$ cat src/rtl/rtc_pkg.sv
package rtc_pkg;
  localparam int unsigned ADDR_W = 3;
  localparam int unsigned CTRL_W = 5;

  typedef enum logic [ADDR_W-1:0] {
    A_CTRL   = 3'd0,
    A_RTC_LO = 3'd1,
    A_RTC_HI = 3'd2,
    A_ALM_LO = 3'd3,
    A_ALM_HI = 3'd4,
    A_RELOAD = 3'd5
  } reg_addr_e;

  // bit0 = per_en ... bit4 = clr
  typedef struct packed {
    logic clr;
    logic frz_per;
    logic frz_lo;
    logic frz_hi;
    logic per_en;
  } ctrl_t;
endpackage

$ cat src/rtl/rtc_counter.sv
module rtc_counter #(
  parameter int unsigned HI_W = 8,
  parameter int unsigned LO_W = 32,
  localparam int unsigned CNT_W = HI_W + LO_W
) (
  input  logic             clk_i,
  input  logic             rst_ni,
  input  logic             tick_i,
  input  logic             clr_i,
  input  logic             frz_hi_i,
  input  logic             frz_lo_i,
  output logic [CNT_W-1:0] cnt_o,
  output logic [CNT_W-1:0] nxt_o,
  output logic             roll_o
);
  localparam logic [LO_W-1:0] LO_ONE = 1;
  localparam logic [HI_W-1:0] HI_ONE = 1;

  logic [LO_W-1:0] lo_q, lo_d;
  logic [HI_W-1:0] hi_q, hi_d;
  logic adv_lo, adv_hi;

  assign adv_lo = tick_i && !frz_lo_i;
  assign adv_hi = adv_lo && (&lo_q) && !frz_hi_i;

  always_comb begin
    lo_d = adv_lo ? lo_q + LO_ONE : lo_q;
    hi_d = adv_hi ? hi_q + HI_ONE : hi_q;
    if (clr_i) begin
      lo_d = '0;
      hi_d = '0;
    end
  end

  always_ff @(posedge clk_i or negedge rst_ni) begin
    if (!rst_ni) begin
      lo_q   <= '0;
      hi_q   <= '0;
      roll_o <= 1'b0;
    end else begin
      lo_q   <= lo_d;
      hi_q   <= hi_d;
      roll_o <= !clr_i && adv_hi && (&hi_q);
    end
  end

  assign cnt_o = {hi_q, lo_q};
  assign nxt_o = {hi_d, lo_d};
endmodule

$ cat src/rtl/rtc_alarm_cmp.sv
module rtc_alarm_cmp #(
  parameter int unsigned CNT_W = 40
) (
  input  logic             clk_i,
  input  logic             rst_ni,
  input  logic [CNT_W-1:0] cnt_i,
  input  logic [CNT_W-1:0] nxt_i,
  input  logic [CNT_W-1:0] alarm_i,
  output logic             irq_o
);
  // fire only on the edge where the count becomes equal
  always_ff @(posedge clk_i or negedge rst_ni) begin
    if (!rst_ni) irq_o <= 1'b0;
    else         irq_o <= (nxt_i != cnt_i) && (nxt_i == alarm_i);
  end
endmodule

$ cat src/rtl/per_timer.sv
module per_timer #(
  parameter int unsigned PER_W = 16
) (
  input  logic             clk_i,
  input  logic             rst_ni,
  input  logic             tick_i,
  input  logic             en_i,
  input  logic             frz_i,
  input  logic [PER_W-1:0] reload_i,
  output logic [PER_W-1:0] cnt_o,
  output logic             irq_o
);
  localparam logic [PER_W-1:0] ONE = 1;

  always_ff @(posedge clk_i or negedge rst_ni) begin
    if (!rst_ni) begin
      cnt_o <= '0;
      irq_o <= 1'b0;
    end else if (!en_i) begin
      cnt_o <= reload_i;
      irq_o <= 1'b0;
    end else if (tick_i && !frz_i) begin
      if (cnt_o == '0) begin
        cnt_o <= reload_i;
        irq_o <= 1'b1;
      end else begin
        cnt_o <= cnt_o - ONE;
        irq_o <= 1'b0;
      end
    end else begin
      irq_o <= 1'b0;
    end
  end
endmodule

$ cat src/rtl/rtc_alarm_timer.sv
module rtc_alarm_timer
  import rtc_pkg::*;
#(
  parameter int unsigned HI_W   = 8,
  parameter int unsigned LO_W   = 32,
  parameter int unsigned PER_W  = 16,
  parameter int unsigned DATA_W = 32
) (
  input  logic              clk_i,
  input  logic              rst_ni,
  input  logic              rtc_tick_i,
  input  logic              tmr_tick_i,
  input  logic              wr_en_i,
  input  logic              rd_en_i,
  input  logic [ADDR_W-1:0] addr_i,
  input  logic [DATA_W-1:0] wdata_i,
  output logic [DATA_W-1:0] rdata_o,
  output logic              irq_roll_o,
  output logic              irq_alarm_o,
  output logic              irq_per_o
);
  localparam int unsigned CNT_W = HI_W + LO_W;

  ctrl_t            ctrl_q;
  logic [HI_W-1:0]  alarm_hi_q, shadow_hi_q;
  logic [LO_W-1:0]  alarm_lo_q;
  logic [PER_W-1:0] reload_q, per_cnt;
  logic [CNT_W-1:0] rtc_cnt, rtc_nxt, alarm_val;
  logic             unused_wdata;

  assign unused_wdata = ^wdata_i;
  assign alarm_val    = {alarm_hi_q, alarm_lo_q};

  always_ff @(posedge clk_i or negedge rst_ni) begin
    if (!rst_ni) begin
      ctrl_q      <= '0;
      alarm_hi_q  <= '0;
      alarm_lo_q  <= '0;
      reload_q    <= '0;
      shadow_hi_q <= '0;
    end else begin
      if (wr_en_i) begin
        case (addr_i)
          A_CTRL:   ctrl_q     <= ctrl_t'(wdata_i[CTRL_W-1:0]);
          A_ALM_LO: alarm_lo_q <= wdata_i[LO_W-1:0];
          A_ALM_HI: alarm_hi_q <= wdata_i[HI_W-1:0];
          A_RELOAD: reload_q   <= wdata_i[PER_W-1:0];
          default: ;
        endcase
      end
      if (rd_en_i && addr_i == A_RTC_LO) shadow_hi_q <= rtc_cnt[CNT_W-1:LO_W];
    end
  end

  always_comb begin
    rdata_o = '0;
    case (addr_i)
      A_CTRL:   rdata_o[CTRL_W-1:0] = ctrl_q;
      A_RTC_LO: rdata_o[LO_W-1:0]   = rtc_cnt[LO_W-1:0];
      A_RTC_HI: rdata_o[HI_W-1:0]   = shadow_hi_q;
      A_ALM_LO: rdata_o[LO_W-1:0]   = alarm_lo_q;
      A_ALM_HI: rdata_o[HI_W-1:0]   = alarm_hi_q;
      A_RELOAD: rdata_o[PER_W-1:0]  = reload_q;
      default: ;
    endcase
  end

  rtc_counter #(.HI_W(HI_W), .LO_W(LO_W)) u_cnt (
    .clk_i    (clk_i),
    .rst_ni   (rst_ni),
    .tick_i   (rtc_tick_i),
    .clr_i    (ctrl_q.clr),
    .frz_hi_i (ctrl_q.frz_hi),
    .frz_lo_i (ctrl_q.frz_lo),
    .cnt_o    (rtc_cnt),
    .nxt_o    (rtc_nxt),
    .roll_o   (irq_roll_o)
  );

  rtc_alarm_cmp #(.CNT_W(CNT_W)) u_alm (
    .clk_i   (clk_i),
    .rst_ni  (rst_ni),
    .cnt_i   (rtc_cnt),
    .nxt_i   (rtc_nxt),
    .alarm_i (alarm_val),
    .irq_o   (irq_alarm_o)
  );

  per_timer #(.PER_W(PER_W)) u_per (
    .clk_i    (clk_i),
    .rst_ni   (rst_ni),
    .tick_i   (tmr_tick_i),
    .en_i     (ctrl_q.per_en),
    .frz_i    (ctrl_q.frz_per),
    .reload_i (reload_q),
    .cnt_o    (per_cnt),
    .irq_o    (irq_per_o)
  );
endmodule

$ cat config.mk
export PLATFORM = sky130hd
export DESIGN_NAME = rtc_alarm_timer
export DESIGN_NICKNAME = d
export VERILOG_FILES = /design/src/rtl/rtc_pkg.sv /design/src/rtl/rtc_counter.sv /design/src/rtl/rtc_alarm_cmp.sv /design/src/rtl/per_timer.sv /design/src/rtl/rtc_alarm_timer.sv
export SDC_FILE = /design/constraint.sdc
export NUM_CORES = 1
export LEC_CHECK = 0
export BUFFER_PORTS_ARGS = -buffer_cell sky130_fd_sc_hd__clkbuf_2
export CORE_MARGIN = 3
export CORE_UTILIZATION = 55
export CTS_BUF_LIST = sky130_fd_sc_hd__clkbuf_16
export CTS_CLUSTER_DIAMETER = 50
export DETAILED_ROUTE_END_ITERATION = 10
export PLACE_DENSITY = 0.72
export SKIP_LAST_GASP = 1
export SLEW_MARGIN = 20
export SYNTH_ARGS = -nofsm -noshare
export SYNTH_HDL_FRONTEND = slang
export SYNTH_SLANG_ARGS = --single-unit
$ cat constraint.sdc
create_clock -name clk_i -period 3.55 [get_ports clk_i]
set_input_delay 0.71 -clock clk_i [delete_from_list [all_inputs] [get_ports clk_i]]
set_output_delay 0.71 -clock clk_i [all_outputs]
set_load 0.02 [all_outputs]
==> results_dict.tcl, run 1 <==
set metrics [dict create \
    status "finished clean" \
    critical_path.startpoint_type "flip-flop" \
    die_height_um 122.6 \
    synth_async_sr_flop_share_pct 100.0 \
    worst_skew_pair_later_pin_latency_ps 430 \
    number_of_nets_with_antenna_violations_after_routing 0 \
    cts-buffers-inserted 17 \
    synth_top_area_share_pct 42.83 \
    fmax_mhz 295.0 \
    die_area_um2 15030 \
    worst_stage_delay_on_the_critical_path_ps 630 \
    layout.cell_area.non_filler_um2 8746 \
    final_layout_size_suffix_gt1_share_pct 26.01 \
    h-tree-depth 4 \
    yosysSeqAreaShare_pct 42.83 \
    global_route.usage.total_pct 31.30 \
    postSynth.topFlopCell "sky130_fd_sc_hd__dfrtp_1" \
    cp_top_family "simple AND/OR/NAND/NOR gates" \
    synth_fa_ha_area_share_pct 0.6692 \
    numPortBuffers 75 \
    clock_sinks 128 \
    finClkSkew_ps 9.931 \
    synth_xor_xnor_area_share_pct 4.685 \
    post-route-worst-setup-slack_ps 160.6 \
    clockBufferDepth 2 \
    root_buffer "sky130_fd_sc_hd__clkbuf_16" \
    fin_setup_tns_ps 0 \
    num_antenna_cells 0 \
    boundaryPins 76 \
    globalRouteOverflowTotal 0 \
    r2r_setup_slack_ps 160 \
    synth.cells.most_frequent "sky130_fd_sc_hd__dfrtp_1 (128), sky130_fd_sc_hd__mux2_2 (74), sky130_fd_sc_hd__nand2_1 (59), sky130_fd_sc_hd__o21ai_0 (56), sky130_fd_sc_hd__nor2_1 (49)" \
    netlist.top_cell.by_area "sky130_fd_sc_hd__dfrtp_1" \
    layout_area_overhead_pct 16.95 \
    final_cell_count_no_fill 1037 \
    static-leakage-power_nw 3.757 \
    critPathKind "flip-flop to flip-flop" \
    drt-wirelength-per-cell_um 21.51 \
    vias_per_cell 6.400 \
    drt_first_iter_violations 584 \
    drv_slew 0 \
    cp_cell_sequence "nand4_1 -> or4_1 -> nor4_1 -> mux2_2 -> xor2_1 -> or3b_2 -> nor4b_2 -> and4_1" \
    synth_top_family_by_area "simple AND/OR/NAND/NOR gates" \
    wirelength_um 22310 \
    power_density_nw_per_um2 546.1 \
    synth-compound-area-share_pct 13.25 \
    netlist_area_um2 7478 \
    cts_repair_resize_count 0 \
    synth.distinct_cells 66 \
    die_width_um 122.6 \
    initial_core_util_pct 57.62 \
    critical_path.slowest_cell "sky130_fd_sc_hd__or4_1" \
    power_mw 4.776 \
    worst_pin_slew_ps 805.7 \
    place_congestion 0.9995 \
    placeableCoreArea_um2 12980 \
    dpl.cell_count 1004 \
    count_of_tritonroute_iterations_in_the_first_routing_pass 5 \
    count_of_flip_flops_with_a_built_in_enable_after_synthesis 0 \
    critPathBufInv 0 \
    timing.critical_path.required_ps 3910 \
    post_synth_inst_count 773 \
    beginning_of_the_worst_register_to_register_path "u_cnt.lo_q[5]" \
    cts_tree "yes" \
    maximum_number_of_pins_on_one_net_before_global_route_repair 56 \
    drcViolationCount 0 \
    place.detailed.hpwl_um 16770 \
    ys_top_cells_by_area "sky130_fd_sc_hd__dfrtp_1 (43%), sky130_fd_sc_hd__mux2_2 (11%), sky130_fd_sc_hd__o21ai_0 (3.7%)" \
    worst_ep_arrival_time_ps 3750 \
    worst-r2r-cell-count 8 \
    clock_slew_at_the_register_clock_pins_of_the_worst_setup_and_hold_paths_ps 60 \
    grt_pass1_vias 6566 \
    final_period_minus_worst_setup_slack_ps 3389 \
    finish.net_count 898 \
    worstSetupEndpointType "flip-flop" \
    post_dp_cell_area_um2 8164 \
    worstPathMaxFanout 8 \
    dpl_worst_slack_ps 95.57 \
    worstReg2RegEnd "u_alm.irq_o" \
    final-hold-violation-count 0 \
    route.vias.total 6637 \
    final.period_utilization_pct 95.48 \
    post_synth.cell_area_avg_um2 9.675 \
    slew_headroom_pct 46.09 \
    syn-num-nets 818 \
    antenna_violations_before_repair 0 \
    grt_setup_unrepaired "false" \
    synth_simple_gate_area_share_pct 20.88 \
    irDropWorstVdd_mv 0.3810 \
    timing.hold.worst.class "input port to asynchronous set/reset pin" \
    grt_pass1_wl_um 35860 \
    nFillCells 1059 \
    drv_cap 0 \
    floorplan.rows 41 \
    setup_viol 0 \
    synth_most_common_cell "sky130_fd_sc_hd__dfrtp_1" \
    yosysWarningCount 0 \
    ys_seq_elements 128 \
    muxShareOfSynthArea_pct 14.39 \
]
## stage by stage
| stage | hold slack (ps) | util [%] |
|---|---|---|
| detailed placement | 495.5 | 62.90 |
| global route | 379.9 | 67.39 |
| finish | 337.8 | 67.39 |
| global placement | 468.9 | 62.90 |
| CTS | 354.6 | 67.27 |
| floorplan | 414.4 | - |
## sequential cells by signal, summed over array words and instances, names as in the netlist, 5 cells and up
register / cells
u_per.cnt_o: 16
u_cnt.hi_q: 8
ctrl_q: 5
alarm_lo_q: 32
reload_q: 16
shadow_hi_q: 8
alarm_hi_q: 8
u_cnt.lo_q: 32
## where the power goes
part           internal, mW  switching (mW)
Combinational         0.457           0.599
Sequential             1.71           0.310
Clock                  1.02           0.677
## layer usage
layer	GRT usage [%]	vias to the layer above	wire length, µm
met5	0	-	0
met4	10.92	0	490
met3	6.682	37	1811
met2	47.17	317	10010
met1	44.92	3263	9990
li1	-	3020	-
## cell type report
class / instances / area (µm²) / area share [%]
multi-input cells: 582 / 4029 / 46.07
flip-flops and latches: 128 / 3204 / 36.64
repair buffers: 110 / 678.2 / 7.754
clock buffers: 17 / 425.4 / 4.864
well taps: 172 / 215.2 / 2.461
clock inverters: 14 / 141.4 / 1.617
inverters: 14 / 52.55 / 0.6009
## logic make-up (layout without fill, tap and decap cells)
| group | after synthesis | after routing |
|---|---|---|
| simple gates | 284 | 284 |
| compound gates | 157 | 157 |
| flops | 128 | 128 |
| mux | 97 | 97 |
| buf+inv | 63 | 155 |
| xor+xnor | 40 | 40 |
| fa+ha+maj | 4 | 4 |
## timing repair
item | 4_1_cts | 5_1_grt
hold buffers | 0 | 0
setup endpoints to repair | 0 | 1
buffers inserted | 0 | 2
## worst max path at each step
stage                  startpoint          end  slack [ps]  cells past startpoint
global placement       rtc_tick_i  u_alm.irq_o         120                      9
detailed placement     rtc_tick_i  u_alm.irq_o         100                      9
finish              u_cnt.lo_q[5]  u_alm.irq_o         160                      8
global route        u_cnt.lo_q[4]  u_alm.irq_o           5                      9
floorplan              rtc_tick_i  u_alm.irq_o         400                      9
CTS                 u_cnt.lo_q[5]  u_alm.irq_o         210                      8
## cell usage in the layout, fill, tap and decap left out, drive strengths merged, types with 22 or more instances in the layout
| master | Yosys | final |
|---|---|---|
| a21oi | 36 | 36 |
| buf | 12 | 36 |
| clkbuf | 37 | 91 |
| dfrtp | 128 | 128 |
| mux2 | 74 | 74 |
| mux2i | 22 | 22 |
| nand2 | 59 | 59 |
| nor2 | 49 | 49 |
| nor3 | 31 | 31 |
| o21ai | 56 | 56 |
| xnor2 | 22 | 22 |
Power figures use the tool's default switching activity.
==> inputs of run 2 (changes only) <==
--- a/config.mk
+++ b/config.mk
@@ -11,6 +11,7 @@
 export CTS_BUF_LIST = sky130_fd_sc_hd__clkbuf_16
 export CTS_CLUSTER_DIAMETER = 50
 export DETAILED_ROUTE_END_ITERATION = 10
+export GPL_TIMING_DRIVEN = 0
 export PLACE_DENSITY = 0.72
 export SKIP_LAST_GASP = 1
 export SLEW_MARGIN = 20
==> run 2 against run 1 <==
Against the previous run: hold slack got worse by 120 ps; die area unchanged; final area increased by 0.23%; count of clock-buffer cells in the layout stayed put; register-to-register slack worse by 150 ps; first-iteration DRC count increased by 57%; critical endpoint unchanged; largest power group unchanged.
==> results_dict.tcl, run 2 (synthesis results as in run 1) <==
set metrics [dict create \
    beginning_of_the_worst_register_to_register_path "u_cnt.lo_q[1]" \
    power.combinational.fraction_pct 22.7 \
    biggest_registers_after_layout "alarm_lo_q: 32 flops, u_cnt.lo_q: 32 flops" \
    fmax_mhz 282.9 \
    die_height_um 122.6 \
    grt_pass1_vias 6426 \
    placeableCoreArea_um2 12980 \
    power.switching_fraction_pct 35.26 \
    final.period_utilization_pct 99.59 \
    nFillCells 1063 \
    global_route.usage.total_pct 33.03 \
    clockBufferDepth 2 \
    route.vias.total 6897 \
    final_period_minus_worst_setup_slack_ps 3535 \
    power_mw 4.855 \
    timing.critical_path.from "u_cnt.lo_q[1]" \
    cts-buffers-inserted 17 \
    critical_path.slowest_cell "sky130_fd_sc_hd__or4_1" \
    timing.hold.worst.class "input port to asynchronous set/reset pin" \
    cts_hold_buf 0 \
    grt_pass1_wl_um 37020 \
    wirelength_um 24120 \
    place.detailed.hpwl_um 17780 \
    finClkSkew_ps 11.06 \
    drt_first_iter_violations 917 \
    power.switching_mw 1.712 \
    cp_cell_sequence "nand4_1 -> or4_1 -> nor4_2 -> mux2_2 -> xor2_1 -> or3b_2 -> nor4b_2 -> and4_1" \
    cp_top_family "simple AND/OR/NAND/NOR gates" \
    vias_per_cell 6.531 \
    setup_viol 0 \
    layout.cells.most_common_list "sky130_fd_sc_hd__dfrtp_1 (121), sky130_fd_sc_hd__clkbuf_2 (76), sky130_fd_sc_hd__mux2_2 (74)" \
    worst_stage_delay_on_the_critical_path_ps 770 \
    critPathBufInv 0 \
    root_buffer "sky130_fd_sc_hd__clkbuf_16" \
    worstSetupEndpointType "flip-flop" \
    final-hold-violation-count 0 \
    antenna_violations_before_repair 0 \
    power_density_nw_per_um2 553.9 \
    num_antenna_cells 0 \
    final_layout_size_suffix_gt1_share_pct 24.77 \
    slew_headroom_pct 39.21 \
    critPathKind "flip-flop to flip-flop" \
    critical_path.startpoint_type "flip-flop" \
    layout_area_overhead_pct 17.22 \
    worst_skew_pair_later_pin_latency_ps 430 \
    maximum_number_of_pins_on_one_net_before_global_route_repair 84 \
    die_width_um 122.6 \
    timing.critical_path.required_ps 3910 \
    drv_cap 0 \
    reg_power_share_pct 41.6 \
    intPower_mw 3.143 \
    status "finished clean" \
    static-leakage-power_nw 3.730 \
    drcViolationCount 0 \
    boundaryPins 76 \
    floorplan.rows 41 \
    count_of_tritonroute_iterations_in_the_first_routing_pass 5 \
    layout.cell_area.non_filler_um2 8766 \
    r2r_setup_slack_ps 10 \
    worstPathMaxFanout 8 \
    finish.net_count 916 \
    drv_slew 0 \
    fin_setup_tns_ps 0 \
    mostFrequentLayoutCell "sky130_fd_sc_hd__dfrtp_1" \
    p_clk_share_pct 35.7 \
    die_area_um2 15030 \
    worst_ep_arrival_time_ps 3890 \
    finish.utilization_pct 67.54 \
    clock_sinks 128 \
    number_of_nets_with_antenna_violations_after_routing 0 \
    numPortBuffers 75 \
    initial_core_util_pct 57.62 \
    place_congestion 1.013 \
    clock_slew_at_the_register_clock_pins_of_the_worst_setup_and_hold_paths_ps 70 \
    cts_tree "yes" \
    irDropWorstVdd_mv 0.4729 \
    drt-wirelength-per-cell_um 22.84 \
    worst_pin_slew_ps 904.8 \
    h-tree-depth 4 \
    globalRouteOverflowTotal 0 \
    post_dp_cell_area_um2 8105 \
]
[run 2: cell count changes in the layout (fill, tap and decap cells not counted), sizes merged]
cell      previous run  this run
inv                 16        22
bufinv               2         1
buf                 36        19
clkinvlp             6         2
clkbuf              91       126
[run 2: what timing repair did]
action | in CTS | in global routing
setup endpoints to repair | 1 | 1
resized for setup | 6 | 9
pin swaps | 1 | 2
buffers inserted | 2 | 5
[run 2: routing by layer]
layer,GRT usage (%),routed length (µm)
met4,7.418,433
met5,0,0
met1,49.28,10480
met3,8.203,2363
met2,48.78,10840
[run 2: power groups by stage]
stage / clock, mW / combinational, mW / sequential, mW
global route: 1.81 / 1.21 / 2.05
CTS: 1.75 / 1.09 / 2.01
detailed placement: 0 / 1.08 / 2.03
global placement: 0 / 1.04 / 2.02
finish: 1.73 / 1.10 / 2.02
floorplan: 0 / 0.755 / 1.92
[run 2: layout make-up]
cell class	instances	area (µm²)	area share [%]
timing repair buffer	83	464.2	5.295
buffer	45	180.2	2.055
tap	172	215.2	2.455
sequential	128	3212	36.64
multi-input combinational	582	4069	46.42
clock inverter	15	147.6	1.684
clock buffer	17	425.4	4.853
inverter	14	52.55	0.5995
[run 2: path summary, 6_finish.rpt]
check                                        to  depth (start not counted)
min in group clk_i              u_per.cnt_o[14]                          1
worst min register to register  u_per.cnt_o[14]                          1
worst max register to register      u_alm.irq_o                          8
worst min-delay path             alarm_lo_q[21]                          1
max in group asynchronous         u_cnt.lo_q[5]                          2
worst max-delay path                u_alm.irq_o                          8
[run 2: metrics by stage]
stage	hold WS (ps)	setup WS, ps	std cells
floorplan	414.4	396.3	773
global placement	470.8	-297.8	1020
detailed placement	471.9	-316.2	1021
CTS	226.5	15.30	1054
global route	238.7	-52.19	1056
finish	213.9	14.57	1056
